$ cat src/rtl/uart_irq_pkg.sv
// Package: register addresses and source bit positions shared by the unit.
// Assumes a word-addressed register space with a 3-bit address.
package uart_irq_pkg;
    localparam int ADDR_W = 3;

    localparam logic [ADDR_W-1:0] ADR_SET  = 3'd0;
    localparam logic [ADDR_W-1:0] ADR_CLR  = 3'd1;
    localparam logic [ADDR_W-1:0] ADR_MASK = 3'd2;
    localparam logic [ADDR_W-1:0] ADR_STAT = 3'd3;
    localparam logic [ADDR_W-1:0] ADR_RAW  = 3'd4;

    localparam int SRC_RX_TRIG  = 0;
    localparam int SRC_RX_EMPTY = 1;
    localparam int SRC_RX_FULL  = 2;
    localparam int SRC_TX_EMPTY = 3;
    localparam int SRC_TX_FULL  = 4;
    localparam int SRC_OVERRUN  = 5;
    localparam int SRC_FRAMING  = 6;
    localparam int SRC_PARITY   = 7;
    localparam int SRC_RX_TMO   = 8;
endpackage

$ cat src/rtl/uart_irq_mask.sv
// Module: interrupt mask register.
// The mask is changed only by a write-one-to-set strobe and a
// write-one-to-clear strobe. Assumes the decoder never raises both
// strobes in the same cycle.
module uart_irq_mask #(
    parameter int N = 13
) (
    input  logic         clk,
    input  logic         rst_n,
    input  logic         set_we,
    input  logic         clr_we,
    input  logic [N-1:0] wbits,
    output logic [N-1:0] mask_q
);

    // Purpose: OR in the set bits, or AND out the clear bits.
    always_ff @(posedge clk) begin
        if (!rst_n)
            mask_q <= '0;
        else if (set_we)
            mask_q <= mask_q | wbits;
        else if (clr_we)
            mask_q <= mask_q & ~wbits;
    end

    p_set_bits_r1: assert property (@(posedge clk) disable iff (!rst_n)
        set_we |=> ((mask_q & $past(wbits)) == $past(wbits)));
    p_keep_on_set_r1: assert property (@(posedge clk) disable iff (!rst_n)
        set_we |=> ((mask_q & ~$past(wbits)) == ($past(mask_q) & ~$past(wbits))));
    p_clr_bits_r2: assert property (@(posedge clk) disable iff (!rst_n)
        (clr_we && !set_we) |=> ((mask_q & $past(wbits)) == '0));
    p_stable_r3: assert property (@(posedge clk) disable iff (!rst_n)
        (!set_we && !clr_we) |=> (mask_q == $past(mask_q)));

endmodule

$ cat src/rtl/uart_irq_status.sv
// Module: sticky interrupt status, one flop per source.
// A masked event sets a bit. A write-one-to-clear removes it. When both
// act on the same bit in the same cycle, the event wins.
module uart_irq_status #(
    parameter int N = 13
) (
    input  logic         clk,
    input  logic         rst_n,
    input  logic [N-1:0] evt,
    input  logic [N-1:0] mask,
    input  logic         clr_we,
    input  logic [N-1:0] wbits,
    output logic [N-1:0] stat_q
);

    logic [N-1:0] pass_evt;
    assign pass_evt = evt & mask;

    for (genvar i = 0; i < N; i++) begin : g_bit
        logic clr_hit;
        assign clr_hit = clr_we & wbits[i];

        // Purpose: set on a passed event, otherwise clear on a 1 write.
        always_ff @(posedge clk) begin
            if (!rst_n)
                stat_q[i] <= 1'b0;
            else if (pass_evt[i])
                stat_q[i] <= 1'b1;
            else if (clr_hit)
                stat_q[i] <= 1'b0;
        end

        p_w1c_r5: assert property (@(posedge clk) disable iff (!rst_n)
            (clr_hit && !pass_evt[i]) |=> !stat_q[i]);
        p_evt_wins_r6: assert property (@(posedge clk) disable iff (!rst_n)
            pass_evt[i] |=> stat_q[i]);
    end

    p_no_spurious_r4: assert property (@(posedge clk) disable iff (!rst_n)
        1'b1 |=> ((stat_q & ~$past(stat_q) & ~$past(evt & mask)) == '0));

endmodule

$ cat src/rtl/uart_irq_readback.sv
// Module: raw condition capture and the register read multiplexer.
// Assumes DATA_W >= N. Unmapped and write-only addresses return zero.
module uart_irq_readback
    import uart_irq_pkg::*;
#(
    parameter int N      = 13,
    parameter int DATA_W = 32
) (
    input  logic              clk,
    input  logic              rst_n,
    input  logic [ADDR_W-1:0] rd_addr,
    input  logic [N-1:0]      mask,
    input  logic [N-1:0]      stat,
    input  logic [N-1:0]      raw_in,
    output logic [DATA_W-1:0] rd_data
);

    logic [N-1:0] raw_q;

    // Purpose: sample the raw channel conditions every cycle.
    always_ff @(posedge clk) begin
        if (!rst_n)
            raw_q <= '0;
        else
            raw_q <= raw_in;
    end

    // Purpose: select the addressed register, zero-extended.
    always_comb begin
        rd_data = '0;
        unique case (rd_addr)
            ADR_MASK: rd_data[N-1:0] = mask;
            ADR_STAT: rd_data[N-1:0] = stat;
            ADR_RAW:  rd_data[N-1:0] = raw_q;
            default:  rd_data = '0;
        endcase
    end

    p_raw_track_r9: assert property (@(posedge clk) disable iff (!rst_n)
        rst_n |=> (raw_q == $past(raw_in)));

endmodule

$ cat src/rtl/uart_irq_ctrl.sv
// Module: top of the UART interrupt mask and status unit.
// Decodes register writes, instances the mask, status and readback
// blocks, and registers the interrupt request. Assumes one write at a time.
module uart_irq_ctrl
    import uart_irq_pkg::*;
#(
    parameter int NUM_SRC = 13,
    parameter int DATA_W  = 32
) (
    input  logic                 clk,
    input  logic                 rst_n,
    input  logic                 wr_en,
    input  logic [ADDR_W-1:0]    wr_addr,
    input  logic [DATA_W-1:0]    wr_data,
    input  logic [ADDR_W-1:0]    rd_addr,
    output logic [DATA_W-1:0]    rd_data,
    input  logic [NUM_SRC-1:0]   evt_in,
    input  logic [NUM_SRC-1:0]   raw_in,
    output logic                 irq
);

    logic [NUM_SRC-1:0] wbits;
    logic               set_we;
    logic               clr_we;
    logic               stat_we;
    logic [NUM_SRC-1:0] mask_q;
    logic [NUM_SRC-1:0] stat_q;
    logic               irq_q;

    // Write data bits above the source count are dropped here.
    assign wbits = wr_data[NUM_SRC-1:0];

    if (DATA_W > NUM_SRC) begin : g_hi
        logic unused_hi_bits;
        assign unused_hi_bits = |wr_data[DATA_W-1:NUM_SRC];
    end

    assign set_we  = wr_en && (wr_addr == ADR_SET);
    assign clr_we  = wr_en && (wr_addr == ADR_CLR);
    assign stat_we = wr_en && (wr_addr == ADR_STAT);

    uart_irq_mask #(.N(NUM_SRC)) u_mask (
        .clk    (clk),
        .rst_n  (rst_n),
        .set_we (set_we),
        .clr_we (clr_we),
        .wbits  (wbits),
        .mask_q (mask_q)
    );

    uart_irq_status #(.N(NUM_SRC)) u_status (
        .clk    (clk),
        .rst_n  (rst_n),
        .evt    (evt_in),
        .mask   (mask_q),
        .clr_we (stat_we),
        .wbits  (wbits),
        .stat_q (stat_q)
    );

    uart_irq_readback #(.N(NUM_SRC), .DATA_W(DATA_W)) u_rdbk (
        .clk     (clk),
        .rst_n   (rst_n),
        .rd_addr (rd_addr),
        .mask    (mask_q),
        .stat    (stat_q),
        .raw_in  (raw_in),
        .rd_data (rd_data)
    );

    // Purpose: glitch-free interrupt from pending-and-enabled bits.
    always_ff @(posedge clk) begin
        if (!rst_n)
            irq_q <= 1'b0;
        else
            irq_q <= |(stat_q & mask_q);
    end

    assign irq = irq_q;

    p_irq_rise_r8: assert property (@(posedge clk) disable iff (!rst_n)
        (|(stat_q & mask_q)) |=> irq);
    p_irq_fall_r8: assert property (@(posedge clk) disable iff (!rst_n)
        !(|(stat_q & mask_q)) |=> !irq);
    p_wr_ignored_r11: assert property (@(posedge clk) disable iff (!rst_n)
        (wr_en && wr_addr > ADR_RAW && evt_in == '0) |=>
            (mask_q == $past(mask_q) && stat_q == $past(stat_q)));

endmodule

$ cat config.mk
export PLATFORM = sky130hd
export DESIGN_NAME = uart_irq_ctrl
export DESIGN_NICKNAME = d
export VERILOG_FILES = /design/src/rtl/uart_irq_pkg.sv /design/src/rtl/uart_irq_mask.sv /design/src/rtl/uart_irq_status.sv /design/src/rtl/uart_irq_readback.sv /design/src/rtl/uart_irq_ctrl.sv
export SDC_FILE = /design/constraint.sdc
export NUM_CORES = 1
export LEC_CHECK = 0
export BUFFER_PORTS_ARGS = -buffer_cell sky130_fd_sc_hd__buf_2
export CORE_MARGIN = 2
export CORE_UTILIZATION = 45
export DETAILED_ROUTE_END_ITERATION = 10
export HOLD_SLACK_MARGIN = 0.08
export PLACE_DENSITY_LB_ADDON = 0.1
export SLEW_MARGIN = 20
export SYNTH_ARGS = -nofsm -noshare
export SYNTH_HDL_FRONTEND = slang
export SYNTH_SLANG_ARGS = --single-unit
export TNS_END_PERCENT = 1
$ cat constraint.sdc
create_clock -name clk -period 1.37 [get_ports clk]
set_input_delay 0.274 -clock clk [delete_from_list [all_inputs] [get_ports clk]]
set_output_delay 0.274 -clock clk [all_outputs]
set_load 0.03 [all_outputs]
==> results.sh <==
export IMPL_die_height_microns=68.8
export IMPL_wl_per_cell_microns=13.2
export IMPL_rsz0062_at_grt="true"
export IMPL_hp_class="in2reg"
export IMPL_cts_hold_buffers=0
export IMPL_power_per_cell_area_nw_per_um2=952
export IMPL_worst_endpoint_required_ns=1.10
export IMPL_number_of_global_route_vias_before_repair=1367
export IMPL_cts_sinks=40
export IMPL_placementRows=23
export IMPL_finish_instance_area_sq_um=2450
export IMPL_setup_slack_ns=-0.0219
export IMPL_skew_ns=0.00749
export IMPL_hold_viol=0
export IMPL_top_layer_used="met4"
export IMPL_period_minus_slack_ns=1.39
export IMPL_syn_to_final_growth_pct=29.7
export IMPL_die_w_microns=68.8
export IMPL_post_synth_instance_area_sq_um=1890
export IMPL_max_cap_violations=0
export IMPL_timing_final_setup_violations=8
export IMPL_slew_viol_final=0
export IMPL_route_detailed_drc=0
export IMPL_crit_path_category="in2out"
export IMPL_detail_route_first_pass_iterations=4
export IMPL_detailroute_wirelength_met3_microns=261
export IMPL_routed_wl_met2_mm=2.00
export IMPL_critical_path_endpoint_type="output port"
export IMPL_clock_root_buffer="sky130_fd_sc_hd__clkbuf_8"
export IMPL_post_synth_top_area_cell="sky130_fd_sc_hd__dfxtp_1"
export IMPL_route_final_wire_length_mm=4.36
export IMPL_clk_pin_slew_worst_paths_ns=0.07
export IMPL_power_ir_vdd_worst_v=0.000648
export IMPL_insertedDiodeCount=0
export IMPL_place_inst=323
export IMPL_first_iter_violations=57
export IMPL_critPathLaunchType="primary input"
export IMPL_r2r_setup_slack_ns=0.26
export IMPL_path_max_fanout=6
export IMPL_floorplan_die_area_sq_um=4730
export IMPL_top_cells_by_area_synth="sky130_fd_sc_hd__dfxtp_1 (42%), sky130_fd_sc_hd__buf_4 (7.5%), sky130_fd_sc_hd__a21oi_1 (6.9%), sky130_fd_sc_hd__mux2i_1 (6.9%), sky130_fd_sc_hd__o21ai_0 (6.6%)"
export IMPL_synth_area_per_cell_sq_um=8.83
export IMPL_globalRouteTotalUtil=0.191
export IMPL_grt_antenna_before_repair=0
export IMPL_clock_fmax_mhz=718
export IMPL_portBuffers=61
export IMPL_final_common_cell="sky130_fd_sc_hd__buf_2"
export IMPL_crit_arrival_ns=1.12
export IMPL_placed_area_sq_um=2250
export IMPL_numnets_final=348
export IMPL_yosys_warnings=0
export IMPL_cts_made_buffers=5
export IMPL_dp_hpwl_mm=3.15
export IMPL_grt_max_degree=28
export IMPL_wl_met1_mm=2.06
export IMPL_grt_overflow_total=0
export IMPL_yosysSeqAreaShare=0.424
export IMPL_synth_top_area_share=0.424
export IMPL_violations_in_the_final_reports="setup timing"
export IMPL_p_leak_nw=1.04
export IMPL_max_clock_path_buffers=2
export IMPL_number_of_standard_cells_in_the_final_layout_excluding_fillers=329
export IMPL_initial_core_util=0.469
export IMPL_post_synthesis_instance_total=214
export IMPL_routed_via_count=1616
export IMPL_htreeDepth=2
export IMPL_core_sq_um=4030
export IMPL_share_of_the_cycle_needed_by_the_critical_path_after_routing=1.02
export IMPL_vias_per_cell=4.91
export IMPL_drive_gt1_frac=0.405
export IMPL_io_pins=100
export IMPL_yosys_register_bits=40
export IMPL_place_gp_congestion=0.720
export IMPL_clock_latency_ns=0.29
export IMPL_drtAntennaViolNets=0
export IMPL_synth_cell_types=27
export IMPL_cts_post_setup_buffers_inserted=0
export IMPL_most_common_layout_cells="sky130_fd_sc_hd__buf_2 (47), sky130_fd_sc_hd__dfxtp_1 (36), sky130_fd_sc_hd__a21oi_1 (26), sky130_fd_sc_hd__nand2_1 (22), sky130_fd_sc_hd__conb_1 (19)"
export IMPL_status="finished with violations"
export IMPL_grt_first_pass_wirelength_mm=6.44
export IMPL_cts_tree="yes"
export IMPL_total_power_mw=2.33
==> synth_stat cells (all sizes together) <==
master,n
inv,13
conb,1
buf,25
nand4b,1
and3,1
a221oi,1
a222oi,1
nand2b,1
a22o,1
dfxtp,40
mux2i,13
a311oi,13
nand2,26
a22oi,3
nor3b,2
clkinv,1
a21oi,26
a31oi,1
clkbuf,5
o21ai,26
and2,13
==> where the power goes <==
part | internal (mW) | switching [mW]
logic | 0.150 | 0.236
registers | 1.21 | 0.0277
clock network | 0.328 | 0.383
total | 1.68 | 0.647
==> through the flow <==
step | util | hold slack, ns | setup TNS [ns] | setup slack (ns)
after floorplan | - | 0.384 | -0.412 | -0.117
after global routing | 0.608 | 0.179 | -0.697 | -0.0696
after CTS | 0.591 | 0.175 | -0.000168 | -0.000168
after detailed placement | 0.559 | 0.479 | -0.590 | -0.0558
final | 0.608 | 0.184 | -0.0913 | -0.0219
after global placement | 0.559 | 0.475 | -0.526 | -0.0675
==> worst max-delay path: stages <==
cell and delay, ns:
sky130_fd_sc_hd__buf_4 0.14, sky130_fd_sc_hd__nor3b_4 0.23, sky130_fd_sc_hd__buf_4 0.18, sky130_fd_sc_hd__nand2_1 0.07, sky130_fd_sc_hd__o21ai_2 0.06, sky130_fd_sc_hd__buf_4 0.17
==> routing by layer <==
layer / track usage / up-vias
li1: - / 843
met1: 0.251 / 716
met2: 0.296 / 53
met3: 0.0584 / 4
met4: 0.0662 / 0
met5: 0 / -
==> what timing repair did <==
action	CTS	global route
pin swaps	1	1
gates resized for setup	23	21
setup endpoints to repair	13	13
cloned	0	1
endpoints found under the hold margin	0	0
==> final cells by class <==
class / instances / area (sq um)
multi-input combinational: 148 / 995
inverter: 14 / 52.6
tap: 50 / 62.6
clock buffer: 5 / 68.8
timing repair buffer: 72 / 465
sequential: 40 / 806
fill: 364 / 1580
==> worst paths after layout <==
kind	end	cells past startpoint	startpoint
hold reg to reg	u_status.stat_q[0]$_SDFFE_PN0P_	2	flip-flop
setup / recovery	rd_data[5]	6	rd_addr[0]
hold / removal	u_rdbk.raw_q[1]$_SDFF_PN0_	2	raw_in[1]
setup reg to reg	irq$_SDFF_PN0_	3	flip-flop
==> kinds of logic after synthesis <==
| family | after synthesis | synth area share |
|---|---|---|
| mux | 13 | 0.0689 |
| simple gates | 44 | 0.123 |
| flops | 40 | 0.424 |
| compound gates | 72 | 0.251 |
| buf+inv | 44 | 0.132 |
| other cells | 1 | 0.00198 |
No activity file was read; power rests on OpenSTA's default activity.
